$ cat src/rtl/dpt_pkg.sv
// Shared definitions for the dual-phase pulse timer: register addresses
// and the layout of the control register.
package dpt_pkg;

    localparam int ADDR_W = 2;

    typedef enum logic [ADDR_W-1:0] {
        ADR_LEN_A    = 2'd0,
        ADR_LEN_B    = 2'd1,
        ADR_CTRL     = 2'd2,
        ADR_FLAG_CLR = 2'd3
    } dpt_addr_e;

    // Control register, bit 3 down to bit 0.
    typedef struct packed {
        logic wave_en;
        logic ext_trig;
        logic invert;
        logic run;
    } dpt_ctrl_t;

    localparam int CTRL_W = $bits(dpt_ctrl_t);

endpackage

$ cat src/rtl/dpt_regfile.sv
// Register file for the pulse timer. It holds both phase lengths and the
// control bits, and it decodes a write to the flag-clear address into a
// single-cycle strobe.
// Assumes CNT_W >= CTRL_W. Control bits come from the low bits of wr_data.
module dpt_regfile
    import dpt_pkg::*;
#(
    parameter int CNT_W = 16
) (
    input  logic              clk,
    input  logic              rst_n,
    input  logic              wr_en,
    input  logic [ADDR_W-1:0] wr_addr,
    input  logic [CNT_W-1:0]  wr_data,
    output logic [CNT_W-1:0]  len_a,
    output logic [CNT_W-1:0]  len_b,
    output dpt_ctrl_t         ctrl,
    output logic              flag_clr
);

    // Store written values, clear everything on reset.
    always_ff @(posedge clk) begin
        if (!rst_n) begin
            len_a <= '0;
            len_b <= '0;
            ctrl  <= '0;
        end else if (wr_en) begin
            case (wr_addr)
                ADR_LEN_A: len_a <= wr_data;
                ADR_LEN_B: len_b <= wr_data;
                ADR_CTRL:  ctrl  <= dpt_ctrl_t'(wr_data[CTRL_W-1:0]);
                default:   ;
            endcase
        end
    end

    // The flag-clear strobe acts on the same edge as the write.
    always_comb flag_clr = wr_en && (wr_addr == ADR_FLAG_CLR);

endmodule

$ cat src/rtl/dpt_phase_core.sv
// Phase sequencer and down-counter. Once armed and started, it loads the
// first-phase length. On each count strobe it decrements the counter. When
// a phase ends, it toggles the phase and reloads from the other register.
// Assumes trig_in is already synchronous to clk. A zero length counts as one.
module dpt_phase_core #(
    parameter int CNT_W = 16
) (
    input  logic             clk,
    input  logic             rst_n,
    input  logic             run,
    input  logic             ext_trig,
    input  logic             trig_in,
    input  logic             cnt_en,
    input  logic [CNT_W-1:0] len_a,
    input  logic [CNT_W-1:0] len_b,
    output logic             running,
    output logic             phase_a,
    output logic [CNT_W-1:0] cnt,
    output logic             enter_a
);

    localparam logic [CNT_W-1:0] ONE = {{(CNT_W-1){1'b0}}, 1'b1};

    logic trig_q;
    logic go;
    logic last;

    function automatic logic [CNT_W-1:0] eff_len(input logic [CNT_W-1:0] v);
        return (v == '0) ? ONE : v;
    endfunction

    // Start condition, end-of-phase detect and first-phase entry event.
    always_comb begin
        go      = !ext_trig || (trig_in && !trig_q);
        last    = (cnt <= ONE);
        enter_a = run && ((!running && go) ||
                          (running && cnt_en && last && !phase_a));
    end

    // Trigger history, run state, phase and counter.
    always_ff @(posedge clk) begin
        if (!rst_n) begin
            trig_q  <= 1'b0;
            running <= 1'b0;
            phase_a <= 1'b0;
            cnt     <= '0;
        end else begin
            trig_q <= trig_in;
            if (!run) begin
                running <= 1'b0;
                phase_a <= 1'b0;
                cnt     <= '0;
            end else if (!running) begin
                if (go) begin
                    running <= 1'b1;
                    phase_a <= 1'b1;
                    cnt     <= eff_len(len_a);
                end
            end else if (cnt_en) begin
                if (last) begin
                    phase_a <= !phase_a;
                    cnt     <= phase_a ? eff_len(len_b) : eff_len(len_a);
                end else begin
                    cnt <= cnt - ONE;
                end
            end
        end
    end

endmodule

$ cat src/rtl/dpt_out_stage.sv
// Output stage. It forms the pin level from the phase state, the invert bit
// and the waveform enable. It also registers the interrupt pulse and keeps
// the sticky flag.
// Assumes enter_a is a single-cycle event from the phase core.
module dpt_out_stage (
    input  logic clk,
    input  logic rst_n,
    input  logic enter_a,
    input  logic running,
    input  logic phase_a,
    input  logic invert,
    input  logic wave_en,
    input  logic flag_clr,
    output logic wave_out,
    output logic irq_pulse,
    output logic irq_flag
);

    // Pin level: the stopped level, flipped while the first phase is shown.
    always_comb wave_out = invert ^ (wave_en && running && phase_a);

    // Interrupt pulse and sticky flag. Set has priority over clear.
    always_ff @(posedge clk) begin
        if (!rst_n) begin
            irq_pulse <= 1'b0;
            irq_flag  <= 1'b0;
        end else begin
            irq_pulse <= enter_a;
            if (enter_a)       irq_flag <= 1'b1;
            else if (flag_clr) irq_flag <= 1'b0;
        end
    end

endmodule

$ cat src/rtl/dual_phase_timer.sv
// Top level of the dual-phase pulse timer. It connects the register file,
// the phase core and the output stage.
// Assumes a synchronous trigger input and an external count-enable strobe.
module dual_phase_timer
    import dpt_pkg::*;
#(
    parameter int CNT_W = 16
) (
    input  logic              clk,
    input  logic              rst_n,
    input  logic              wr_en,
    input  logic [ADDR_W-1:0] wr_addr,
    input  logic [CNT_W-1:0]  wr_data,
    input  logic              cnt_en,
    input  logic              trig_in,
    output logic              wave_out,
    output logic              irq_pulse,
    output logic              irq_flag
);

    logic [CNT_W-1:0] len_a;
    logic [CNT_W-1:0] len_b;
    dpt_ctrl_t        ctrl;
    logic             flag_clr;
    logic             running;
    logic             phase_a;
    logic [CNT_W-1:0] cnt;
    logic             enter_a;
    logic             ctl_run;
    logic             ctl_inv;

    // Expose the control bits that the checker watches.
    always_comb begin
        ctl_run = ctrl.run;
        ctl_inv = ctrl.invert;
    end

    dpt_regfile #(.CNT_W(CNT_W)) u_regs (
        .clk      (clk),
        .rst_n    (rst_n),
        .wr_en    (wr_en),
        .wr_addr  (wr_addr),
        .wr_data  (wr_data),
        .len_a    (len_a),
        .len_b    (len_b),
        .ctrl     (ctrl),
        .flag_clr (flag_clr)
    );

    dpt_phase_core #(.CNT_W(CNT_W)) u_core (
        .clk      (clk),
        .rst_n    (rst_n),
        .run      (ctrl.run),
        .ext_trig (ctrl.ext_trig),
        .trig_in  (trig_in),
        .cnt_en   (cnt_en),
        .len_a    (len_a),
        .len_b    (len_b),
        .running  (running),
        .phase_a  (phase_a),
        .cnt      (cnt),
        .enter_a  (enter_a)
    );

    dpt_out_stage u_out (
        .clk       (clk),
        .rst_n     (rst_n),
        .enter_a   (enter_a),
        .running   (running),
        .phase_a   (phase_a),
        .invert    (ctrl.invert),
        .wave_en   (ctrl.wave_en),
        .flag_clr  (flag_clr),
        .wave_out  (wave_out),
        .irq_pulse (irq_pulse),
        .irq_flag  (irq_flag)
    );

endmodule

$ cat config.mk
export PLATFORM = sky130hd
export DESIGN_NAME = dual_phase_timer
export DESIGN_NICKNAME = d
export VERILOG_FILES = /design/src/rtl/dpt_pkg.sv /design/src/rtl/dpt_regfile.sv /design/src/rtl/dpt_phase_core.sv /design/src/rtl/dpt_out_stage.sv /design/src/rtl/dual_phase_timer.sv
export SDC_FILE = /design/constraint.sdc
export NUM_CORES = 1
export LEC_CHECK = 0
export ABC_AREA = 1
export BUFFER_PORTS_ARGS = -buffer_cell sky130_fd_sc_hd__buf_2
export CAP_MARGIN = 25
export CELL_PAD_IN_SITES_DETAIL_PLACEMENT = 0
export CELL_PAD_IN_SITES_GLOBAL_PLACEMENT = 1
export CORE_AREA = 4 4 77 133
export CTS_CLUSTER_SIZE = 10
export DETAILED_ROUTE_END_ITERATION = 10
export DIE_AREA = 0 0 81 137
export GPL_TIMING_DRIVEN = 0
export PLACE_DENSITY = 0.85
export SLEW_MARGIN = 20
export SYNTH_ARGS = -nofsm -noshare
export SYNTH_HDL_FRONTEND = slang
export SYNTH_HIERARCHICAL = 1
export SYNTH_SLANG_ARGS = --single-unit
$ cat constraint.sdc
create_clock -name clk -period 1.7 [get_ports clk]
set_clock_uncertainty 0.2 [all_clocks]
set_input_delay 0.34 -clock clk [delete_from_list [all_inputs] [get_ports clk]]
set_output_delay 0.34 -clock clk [all_outputs]
set_load 0.005 [all_outputs]
; Word-level counts from Yosys, hierarchy flattened
; Index checks and enable logic that the tools add are counted.
[totals]
reg_bits = 57
input_bits = 23
elab_cells = 61
[classes]
n_eq_ne = 5
addsub = 1
n_mux = 15
reduce_logical = 26
n_bitwise = 1
order_cmp = 1
[op_table]
columns = op, count
row1 = $mux 16, 7
row2 = $logic_not 16->1, 2
row3 = $le 16x1->1 const B, 1
row4 = $sub 16x1->16 const B, 1
row5 = $reduce_and 2->1, 5
row6 = $logic_and 1x1->1, 9
row7 = $mux 1, 8
row8 = $eq 2x2->1 const B, 2
row9 = $logic_not 1->1, 4
row10 = $ne 2x2->1 const B, 2
row11 = $reduce_bool 2->1, 2
row12 = $reduce_and 3->1, 1
row13 = $eq 2x1->1 const B, 1
row14 = $logic_not 2->1, 1
row15 = $logic_or 1x1->1, 2
row16 = $xor 1x1->1, 1

; Logic depth before layout (Yosys ltp)
; Gate-level depths: netlist (run 1).
[depth]
depth_word = 7
ltp_mapped = 11
depth_no_buf = 11

; Cells and area by module
; The synthesis (run 1) kept the hierarchy.
[by_module_without_submodules]
columns = module, cells_each, area_each_um2, instances
row1 = dpt_phase_core, 313, 1781.7, 1
row2 = dpt_regfile, 237, 1544.0, 1
row3 = dpt_out_stage, 11, 81.3, 1

; Worst setup path after synthesis (run 1)
; Ideal clock, no wire load.
[synth_path]
path_type = reg-to-reg
from = reg u_core.cnt[0]
to = reg u_core.cnt[8]
t_required_ns = 1.378
synth_period_minus_slack_ns = 1.707
stages_incl_launch_ff = 10
slack_ns = -0.007
setup_ns = 0.122
arrival_time_ns = 1.384
path_cell_list = dfxtp_1 -> inv_1 -> ha_1 -> o21ai_1 -> nor2_4 -> nand2_4 -> buf_6 -> nand2_1 -> o211ai_1 -> a21oi_1
[synth_via]
elab_chain_len = 4
elab_cells_between_ends = 5
cone_classes = 1 x add/sub / 1 x order compare / 3 x mux
[synth_rtl]
columns = item, line_no
row1 = "start, declared", dpt_phase_core.sv:18  ; output logic [CNT_W-1:0] cnt,
row2 = "start signal, assigned", dpt_phase_core.sv:57  ; cnt <= eff_len(len_a);
row3 = "start signal, assigned", dpt_phase_core.sv:62  ; cnt <= phase_a ? eff_len(len_b) : eff_len(len_a);
row4 = "start signal, assigned", dpt_phase_core.sv:64  ; cnt <= cnt - ONE;
row5 = $sub 16x1->16 / $le 16x1->1 (equally long branches), "dpt_phase_core.sv:64, dpt_phase_core.sv:35"
row6 = $mux 16 (*), dpt_phase_core.sv:60  ; if (last) begin
row7 = $mux 16 (*), dpt_phase_core.sv:59  ; end else if (cnt_en) begin
row8 = $mux 16 (*), dpt_phase_core.sv:53  ; end else if (!running) begin
; Mark *: on every way between the ends. The rest lies on a longest branch, timed or not. The select of a mux whose other input is x is not followed.
; A chain may end at the register's enable or synchronous reset.

; Final worst setup path (run 1)
[layout_path]
from = reg u_core.cnt[6]
to = reg u_core.cnt[14]
; The elaborated chain is that of the path after synthesis.

==> results.md, run 1 <==
- Run status: finished with violations
- Failing checks: setup timing
- Sum of net half-perimeters after detailed placement: 7.83 mm
- Routed vias/inst: 4.87
- Final hold violation count: 0
- Synthesized instance count: 561
- Fin cells: 734
- Count of fill cells added during filler insertion: 981
- Die footprint: 11100 um2
- Crit path setup slack, layout: -0.0872 ns
- Antenna diode instance count: 0
- Routed wirelength normalized by instance count: 14.1 um
- Pwr Density: 902 nW/um2
- Wire length of the first global-routing pass: 16.4 mm
- Most frequent standard cell in the layout excluding fill and tap cells: sky130_fd_sc_hd__nand2_1
- Cell-by-cell listing of the critical path: nor2_2 > nand2_1 > nor2_4 > nand3_1 > nand2_2 > nand2_1 > a21oi_1 > nor2_1
- I/O pin count: 26
- GPL Wtd Cong: 0.939
- Final worst path period share: 105%
- Vertical die dimension: 137 um
- Total cell area at the placement stage: 3680 um2
- Worst-case headroom to the max-slew limit: 59.6%
- Number of core rows: 46
- Initial standard-cell utilization of the core: 37.5%
- Number of DRC markers after the initial detailed-route iteration: 136
- Cts bufs inserted: 9
- Synthesis-stage register bit count: 57
- Number of distinct library cells after synthesis: 34
- Clock Path Buffers: 2
- Number of sinks handled by clock tree synthesis: 57
- Share of Yosys cell area claimed by the top area cell type: 33.5%
- Fin area: 4320 um2
- Number of global-route vias before repair: 3455
- Number of antenna violations at the first check in global routing: 0
- Data arrival at the endpoint of the critical path: 1.81 ns
- Critical-path cell with the highest stage delay: sky130_fd_sc_hd__dfxtp_1
- Post-synthesis cell area: 3410 um2
- Number of endpoints failing setup at the final stage: 16
- # placed instances: 705
- Proportion of layout cells with a drive suffix above 1: 22.0%
- Root Driver: sky130_fd_sc_hd__clkbuf_16
- Net load switching power: 0.00107 W
- Sequential standard cell area: 1150 um2
- Worst reg2reg setup slack: -0.09 ns
- Number of iterations in the first detailed-routing pass: 4
- Sequential-to-total area share from yosys stat: 33.5%
- Antenna Violating Nets Remaining: 0
- Min Clock Period, post-route: 1.79 ns
- Maximum clock rate: 560 MHz
- Worst-path maximum fanout: 6
- Synthesis Warnings: 6
- Worst path buffer plus inverter count: 0
- Post-Syn Nets: 586
- Area of combinational cells with multiple inputs: 2060 um2
- Portion of total power attributed to combinational logic: 17.1%
- Commonest cells after routing, fill and taps aside: sky130_fd_sc_hd__nand2_1 (149), sky130_fd_sc_hd__nor2_1 (90), sky130_fd_sc_hd__inv_1 (67)
- Total global-route track usage: 19.7%
- Slew at the pin closest to its max-slew limit: 0.605 ns
- Number of maximum-capacitance constraint violations: 0
- Unrepaired setup endpoints after global routing: true
- Switching share of power: 27.6%
- Maximum resistive drop on vdd: 0.778 mV
- Required time of the critical path: 1.73 ns
- CP most frequent cell: sky130_fd_sc_hd__nand2_1
- Static leakage: 2.13 nW
- Via count: 3575
- Maximum single-stage delay on the critical path: 0.34 ns
- Clock transition at the register clock pins on the worst setup and hold paths after CTS: 0.05 ns
- Core outline area: 9090 um2
- Number of levels in the clock H-tree: 3
- Internal power: 0.00282 W
- Number of port buffers: 24
- Startpoint type of the worst setup path: flop
- Crit-path leading delay family: simple AND/OR/NAND/NOR gates
- Worst-Skew Late Latency: 0.33 ns
- Layout Area Growth over Synthesis: 26.7%
- Total Routed Length: 10.4 mm
- Maximum number of pins on one net before global-route repair: 11
- Fraction of power consumed by the clock network: 45.9%
- Worst setup EP type: flop
- Class of the most critical setup path: reg -> reg
- Die Wd: 81 um
- Avg Synthesized Cell Area: 6.07 um2
- Max Transition Viols Final: 0
- Clock tree from TritonCTS: done
- Total gr overflow: 0
- Flop pwr share: 37.0%
- Biggest area contributors in the synthesized netlist: sky130_fd_sc_hd__dfxtp_1 (33%), sky130_fd_sc_hd__nand2_1 (17%), sky130_fd_sc_hd__nor2_1 (11%)
- Final nets: 634
- Path class of the lowest-slack min-delay path: in -> reg
- Cell type contributing the most total cell area after synthesis: sky130_fd_sc_hd__dfxtp_1
- Remaining DRCs: 0
what timing repair did:
action | 4_1_cts | 5_1_grt
setup buffers | 7 | 4
gates cloned | 1 | 1
setup endpoints to repair | 19 | 19
gates resized for setup | 27 | 40
hold buffers | 0 | 0
pin swaps | 10 | 13
stage by stage:
| stage | worst slack (ns) | power, W | hold slack (ns) | utilization, % | TNS (ns) |
|---|---|---|---|---|---|
| 6_report | -0.0872 | 0.00389 | 0.00490 | 47.5 | -0.965 |
| 3_3_place_gp | -0.341 | 0.00201 | 0.251 | 40.4 | -4.63 |
| 2_1_floorplan | -0.00659 | 0.00185 | 0.233 | - | -0.00659 |
| 3_5_place_dp | -0.350 | 0.00201 | 0.272 | 40.4 | -4.83 |
| 5_1_grt | -0.180 | 0.00407 | 0.0168 | 47.5 | -2.41 |
| 4_1_cts | -0.0876 | 0.00385 | 0.000993 | 45.3 | -0.952 |
synthesized netlist by cell type:
cell / number
sky130_fd_sc_hd__ha_1: 2
sky130_fd_sc_hd__nor2_1: 97
sky130_fd_sc_hd__nand3_2: 3
sky130_fd_sc_hd__buf_1: 2
sky130_fd_sc_hd__a21oi_2: 1
sky130_fd_sc_hd__o211ai_2: 1
sky130_fd_sc_hd__xnor2_1: 1
sky130_fd_sc_hd__buf_4: 2
sky130_fd_sc_hd__nand2_4: 2
sky130_fd_sc_hd__nor2_2: 6
sky130_fd_sc_hd__nor3_1: 1
sky130_fd_sc_hd__xor2_1: 2
sky130_fd_sc_hd__nor2_4: 4
sky130_fd_sc_hd__o21ai_0: 15
sky130_fd_sc_hd__nand2_1: 154
sky130_fd_sc_hd__clkbuf_1: 5
sky130_fd_sc_hd__or2_1: 1
sky130_fd_sc_hd__a31oi_1: 1
sky130_fd_sc_hd__o21ai_1: 3
sky130_fd_sc_hd__nand4_1: 6
sky130_fd_sc_hd__inv_2: 2
sky130_fd_sc_hd__o211ai_1: 1
sky130_fd_sc_hd__buf_2: 15
sky130_fd_sc_hd__nand2_2: 1
sky130_fd_sc_hd__a21boi_0: 1
sky130_fd_sc_hd__nand3_1: 53
sky130_fd_sc_hd__nor2_8: 1
sky130_fd_sc_hd__dfxtp_1: 57
sky130_fd_sc_hd__buf_6: 2
sky130_fd_sc_hd__nand3b_1: 2
sky130_fd_sc_hd__o21bai_1: 1
sky130_fd_sc_hd__or2_2: 1
sky130_fd_sc_hd__inv_1: 69
sky130_fd_sc_hd__a21oi_1: 46
worst register-to-register path, stage by stage (launching register included):
cell                      delay [ns]
sky130_fd_sc_hd__dfxtp_1        0.34
sky130_fd_sc_hd__nor2_2         0.18
sky130_fd_sc_hd__nand2_1        0.11
sky130_fd_sc_hd__nor2_4         0.27
sky130_fd_sc_hd__nand3_1        0.13
sky130_fd_sc_hd__nand2_2        0.16
sky130_fd_sc_hd__nand2_1        0.09
sky130_fd_sc_hd__a21oi_1        0.16
sky130_fd_sc_hd__nor2_1         0.05
final cells by class:
type                            instances  area share (%)
Inverter                               71            6.23
Multi-Input combinational cell        407            47.7
Buffer                                 26            3.54
Timing Repair Buffer                   37            5.62
Clock inverter                          5            1.28
Sequential cell                        57            26.6
Clock buffer                           11            5.62
Tap cell                              120            3.48
final timing paths:
path | startpoint | end | cells after the start
max | u_core/cnt[6]$_SDFFE_PN0P_ | u_core/cnt[14]$_SDFFE_PN0P_ | 8
min | trig_in | u_core/trig_q$_SDFF_PN0_ | 3
max reg2reg | u_core/cnt[6]$_SDFFE_PN0P_ | u_core/cnt[14]$_SDFFE_PN0P_ | 8
min reg2reg | u_out/irq_flag$_SDFFE_PN0P_ | u_out/irq_flag$_SDFFE_PN0P_ | 2
kinds of logic (layout without fill, tap and decap cells):
kind of cell | after synthesis | after routing | synth area share [%]
AND/OR/NAND/NOR | 332 | 332 | 42.2
buffers and inverters | 97 | 150 | 11.9
adder cells (fa/ha/maj) | 2 | 2 | 0.734
XOR/XNOR | 3 | 3 | 0.771
flip-flops | 57 | 57 | 33.5
AO/OA/AOI/OAI | 70 | 70 | 10.9
metal layers:
| metal | routed length (um) | GRT usage, % | share of wire [%] |
|---|---|---|---|
| met5 | 0 | 0 | 0 |
| met4 | 520 | 11.4 | 5.0 |
| met3 | 311 | 3.36 | 3.0 |
| met2 | 5810 | 38.0 | 56 |
| met1 | 3740 | 18.7 | 36 |
power by group through the flow:
stage,sequential (W),combinational (W),clock [W]
after detailed placement,0.00147,0.000548,0
after global routing,0.00145,0.000745,0.00188
final,0.00144,0.000666,0.00179
after global placement,0.00146,0.000545,0
after floorplan,0.00145,0.000400,0
after CTS,0.00144,0.000591,0.00182
sequential cells by signal, summed over array words and instances (netlist names):
signal	count
u_regs/len_a	16
u_regs/ctrl	4
u_out/irq_pulse	1
u_core/trig_q	1
u_core/cnt	16
u_core/running	1
u_regs/len_b	16
u_out/irq_flag	1
u_core/phase_a	1
No activity file was read; power rests on OpenSTA's default activity.
==> run 2, diff against run 1 <==
CORE_AREA = 4 4 75 128   (was 4 4 77 133)
DIE_AREA = 0 0 79 132   (was 0 0 81 137)
PLACE_DENSITY = 0.84   (was 0.85)
SYNTH_HIERARCHICAL = default   (was 1)
==> run 2 against run 1 <==
Compared with the run above:
- the run still ends with setup timing left
- clock power decreased by 4%
- clock-buffer cell count increased by 3
- hold slack improved by 0.024 ns
- flip-flop and latch count unchanged
- first-iteration DRC count decreased by 6.6%
- cell count decreased by 11%
- die area decreased by 6.0%
- cell area decreased by 8.9%
- setup slack improved by 0.070 ns
- total power decreased by 4.8%
==> results.md, run 2 <==
- Cts bufs inserted: 9 (unchanged)
- Biggest area contributors in the synthesized netlist: sky130_fd_sc_hd__dfxtp_1 (36%), sky130_fd_sc_hd__nand2_1 (12%), sky130_fd_sc_hd__nor2_1 (11%)
- Via count: 3218 (-10%)
- Number of antenna violations at the first check in global routing: 0 (unchanged)
- Most instantiated library cell after synthesis: sky130_fd_sc_hd__nand2_1
- Number of DRC markers after the initial detailed-route iteration: 127 (-6.6%)
- Worst-Skew Late Latency: 0.32 ns (about the same)
- Number of iterations in the first detailed-routing pass: 5 (+1)
- Length in cells of the worst reg-to-reg path: 10 (+2)
- Worst-path maximum fanout: 7 (+1)
- Final hold violation count: 0 (unchanged)
- Number of core rows: 45 (-2.2%)
- Total cell area at the placement stage: 3450 um2 (-6.2%)
- Async set-reset flop share out of synthesis: 0% (unchanged)
- Required time of the critical path: 1.72 ns (about the same)
- Data arrival at the endpoint of the critical path: 1.74 ns (-0.07 ns)
- Reg-to-reg startpoint: u_core.cnt[0]$_SDFFE_PN0P_
- Maximum number of pins on one net before global-route repair: 11 (unchanged)
- Synthesis-stage register bit count: 57 (unchanged)
- Min Clock Period, post-route: 1.72 ns (-0.0696 ns)
- Routed vias/inst: 4.91 (+0.87%)
- Number of maximum-capacitance constraint violations: 0 (unchanged)
- Wire length of the first global-routing pass: 14.9 mm (-9.5%)
- Count of fill cells added during filler insertion: 953 (-2.9%)
- Total Routed Length: 9.24 mm (-11%)
- Fin area: 3930 um2 (-8.9%)
- Fin cells: 655 (-11%)
- Core outline area: 8670 um2 (-4.7%)
- Die footprint: 10400 um2 (-6.0%)
- Number of port buffers: 25 (+4.2%)
- Unrepaired setup endpoints after global routing: true
- Initial standard-cell utilization of the core: 36.6% (-0.86 points)
- Run status: finished with violations
- Slew at the pin closest to its max-slew limit: 0.488 ns (-0.117 ns)
- Class of the most critical setup path: reg -> reg
- Pwr Density: 943 nW/um2 (+4.5%)
- Synthesized instance count: 487 (-13%)
- Most frequent standard cell in the layout excluding fill and tap cells: sky130_fd_sc_hd__nand2_1
- Commonest cells after routing, fill and taps aside: sky130_fd_sc_hd__nand2_1 (98), sky130_fd_sc_hd__nor2_1 (89), sky130_fd_sc_hd__o21ai_0 (57)
- Vertical die dimension: 132 um (-3.6%)
- # placed instances: 629 (-11%)
- Die Wd: 79 um (-2.5%)
- Maximum resistive drop on vdd: 0.803 mV (+3.3%)
- Clock tree from TritonCTS: done
- Post-place setup slack: -0.277 ns (+0.0727 ns)
- WHS Path Cells: 3 (unchanged)
- Clock Path Buffers: 2 (unchanged)
- Registers with the most flip-flops: u_core.cnt: 16 flops, u_regs.len_a: 16 flops, u_regs.len_b: 16 flops
- Sum of net half-perimeters after detailed placement: 7.39 mm (-5.6%)
- Failing checks: setup timing
- Number of endpoints failing setup at the final stage: 7 (-9)
- Total global-route track usage: 18.4% (-1.3 points)
- Static leakage: 1.78 nW (-16%)
- Number of sinks handled by clock tree synthesis: 57 (unchanged)
- Post-cts hold buffer count: 0 (unchanged)
- Portion of netlist area occupied by mux cells: 0% (unchanged)
- Synthesis Warnings: 0 (-6)
- Maximum clock rate: 582 MHz (+4.1%)
- Number of distinct library cells after synthesis: 34 (unchanged)
- Avg Synthesized Cell Area: 6.52 um2 (+7.3%)
- Max Transition Viols Final: 0 (unchanged)
- Clock transition at the register clock pins on the worst setup and hold paths after CTS: 0.05 ns (about the same)
- Sequential-to-total area share from yosys stat: 35.9% (+2.5 points)
- Final nets: 558 (-12%)
- Root Driver: sky130_fd_sc_hd__clkbuf_16
- Total gr overflow: 0 (unchanged)
- Worst path buffer plus inverter count: 3 (+3)
- Proportion of layout cells with a drive suffix above 1: 19.9% (-2.1 points)
- Main synth FF type: sky130_fd_sc_hd__dfxtp_1
- Antenna Violating Nets Remaining: 0 (unchanged)
- Post-Synth XOR/XNOR Area: 1.10% (+0.33 points)
- Worst-case headroom to the max-slew limit: 67.4% (+7.8 points)
- Path class of the lowest-slack min-delay path: in -> reg
- Worst reg2reg setup slack: -0.02 ns (+0.07 ns)
- Cell-by-cell listing of the critical path: ha_2 > nor2_4 > nor2_2 > nand3_4 > clkinv_4 > buf_6 > o211ai_2 > nand3_1 > nand2_1 > inv_1
- Worst setup EP type: flop
- Antenna diode instance count: 0 (unchanged)
- Post-synthesis cell area: 3170 um2 (-6.8%)
- Crit path setup slack, layout: -0.0176 ns (+0.0696 ns)
- Dominant combinational cell family by area after synthesis: simple AND/OR/NAND/NOR gates
- Startpoint type of the worst setup path: flop
- I/O pin count: 26 (unchanged)
- Critical-path cell with the highest stage delay: sky130_fd_sc_hd__dfxtp_4
- Area share of and/or/nand/nor cells after synthesis: 36.5% (-5.8 points)
- Crit-path leading delay family: simple AND/OR/NAND/NOR gates
- Layout Area Growth over Synthesis: 23.8%
- Worst-case hold path end point: u_core.trig_q$_SDFF_PN0_
- Number of levels in the clock H-tree: 3 (unchanged)
- Share of synthesized cell area in full adder, half adder and majority cells: 0.788% (+0.054 points)
- Post-synth EDFFs: 0 (unchanged)
- Number of global-route vias before repair: 3128 (-9.5%)
- Routed wirelength normalized by instance count: 14.1 um (-0.29%)
- Most common library cells after synthesis: sky130_fd_sc_hd__nand2_1 (99), sky130_fd_sc_hd__nor2_1 (95), sky130_fd_sc_hd__dfxtp_1 (57), sky130_fd_sc_hd__o21ai_0 (57), sky130_fd_sc_hd__nand3_1 (44)
- Remaining DRCs: 0 (unchanged)
- Capture point of the worst reg-to-reg path: u_core.cnt[2]$_SDFFE_PN0P_
- Cell type contributing the most total cell area after synthesis: sky130_fd_sc_hd__dfxtp_1
- Maximum single-stage delay on the critical path: 0.36 ns (+0.02 ns)
- Total negative slack: -0.0713 ns (+0.894 ns)
- Hold path startpoint: trig_in
- Final worst path period share: 101% (-4.1 points)
- Post-Syn Nets: 512 (-13%)
- Share of the synthesized area in compound gates (AO/OA/AOI/OAI): 17.5% (+6.7 points)
- Share of Yosys cell area claimed by the top area cell type: 35.9% (+2.5 points)
- GPL Wtd Cong: 0.887 (-5.5%)
==> run 2: cell type report <==
type | instances | area, um2 | area share, %
Tap cell | 117 | 146 | 3.72
Clock buffer | 14 | 284 | 7.22
Inverter | 41 | 161 | 4.11
Multi-Input combinational cell | 369 | 1850 | 47.1
Buffer | 19 | 123 | 3.12
Clock inverter | 2 | 10.0 | 0.255
Sequential cell | 57 | 1150 | 29.2
Timing Repair Buffer | 36 | 208 | 5.28
==> run 2: kinds of logic after synthesis <==
logic type	after synthesis
AOI/OAI and AO/OA	102
adders and majority gates	2
DFF	57
xor gates and xnor gates	4
buffers and inverters	61
and+or+nand+nor	261
==> run 2: stage by stage <==
| step | hold slack (ns) | util [%] | power [W] |
|---|---|---|---|
| after floorplan | 0.233 | - | 0.00182 |
| after global placement | 0.258 | 39.8 | 0.00197 |
| after detailed placement | 0.271 | 39.8 | 0.00198 |
| after CTS | 0.0215 | 44.8 | 0.00372 |
| after global routing | 0.0525 | 45.3 | 0.00387 |
| final | 0.0287 | 45.3 | 0.00371 |
==> run 2: power by group <==
| part | total (W) | switching [W] | internal, W |
|---|---|---|---|
| clock | 0.00171 | 0.000574 | 0.00114 |
| sequential | 0.00144 | 0.0000439 | 0.00139 |
| combinational | 0.000559 | 0.000345 | 0.000214 |
==> run 2: worst max path at each step <==
stage | from | to | slack, ns | cells after the start
floorplan | u_core.cnt[0]$_SDFFE_PN0P_ | u_core.cnt[2]$_SDFFE_PN0P_ | 0.005 | 11
global placement | wr_en | u_regs.len_b[5]$_SDFFE_PN0P_ | -0.26 | 7
detailed placement | wr_en | u_regs.len_b[5]$_SDFFE_PN0P_ | -0.28 | 7
CTS | u_core.phase_a$_SDFFE_PN0P_ | wave_out | -0.04 | 5
global route | u_core.cnt[1]$_SDFFE_PN0P_ | u_core.cnt[8]$_SDFFE_PN0P_ | -0.11 | 10
finish | u_core.cnt[0]$_SDFFE_PN0P_ | u_core.cnt[2]$_SDFFE_PN0P_ | -0.02 | 10
==> run 2: timing repair <==
item	in CTS	in global routing
gates cloned	1	0
setup buffers	8	2
gates resized for setup	21	15
pin swaps	7	3
endpoints found under the setup margin	20	31
==> run 2: layer usage <==
metal | vias to the layer above | GRT usage, % | share of wire [%]
li1 | 1683 | - | -
met1 | 1449 | 16.6 | 35
met2 | 65 | 36.4 | 58
met3 | 21 | 2.67 | 2.3
met4 | 0 | 11.0 | 4.6
met5 | - | 0 | 0
==> run 2: worst register-to-register path: stages (launching register included) <==
cell and delay (ns):
sky130_fd_sc_hd__dfxtp_4 0.36, sky130_fd_sc_hd__ha_2 0.21, sky130_fd_sc_hd__nor2_4 0.12, sky130_fd_sc_hd__nor2_2 0.05
sky130_fd_sc_hd__nand3_4 0.13, sky130_fd_sc_hd__clkinv_4 0.10, sky130_fd_sc_hd__buf_6 0.14, sky130_fd_sc_hd__o211ai_2 0.12
sky130_fd_sc_hd__nand3_1 0.09, sky130_fd_sc_hd__nand2_1 0.07, sky130_fd_sc_hd__inv_1 0.03
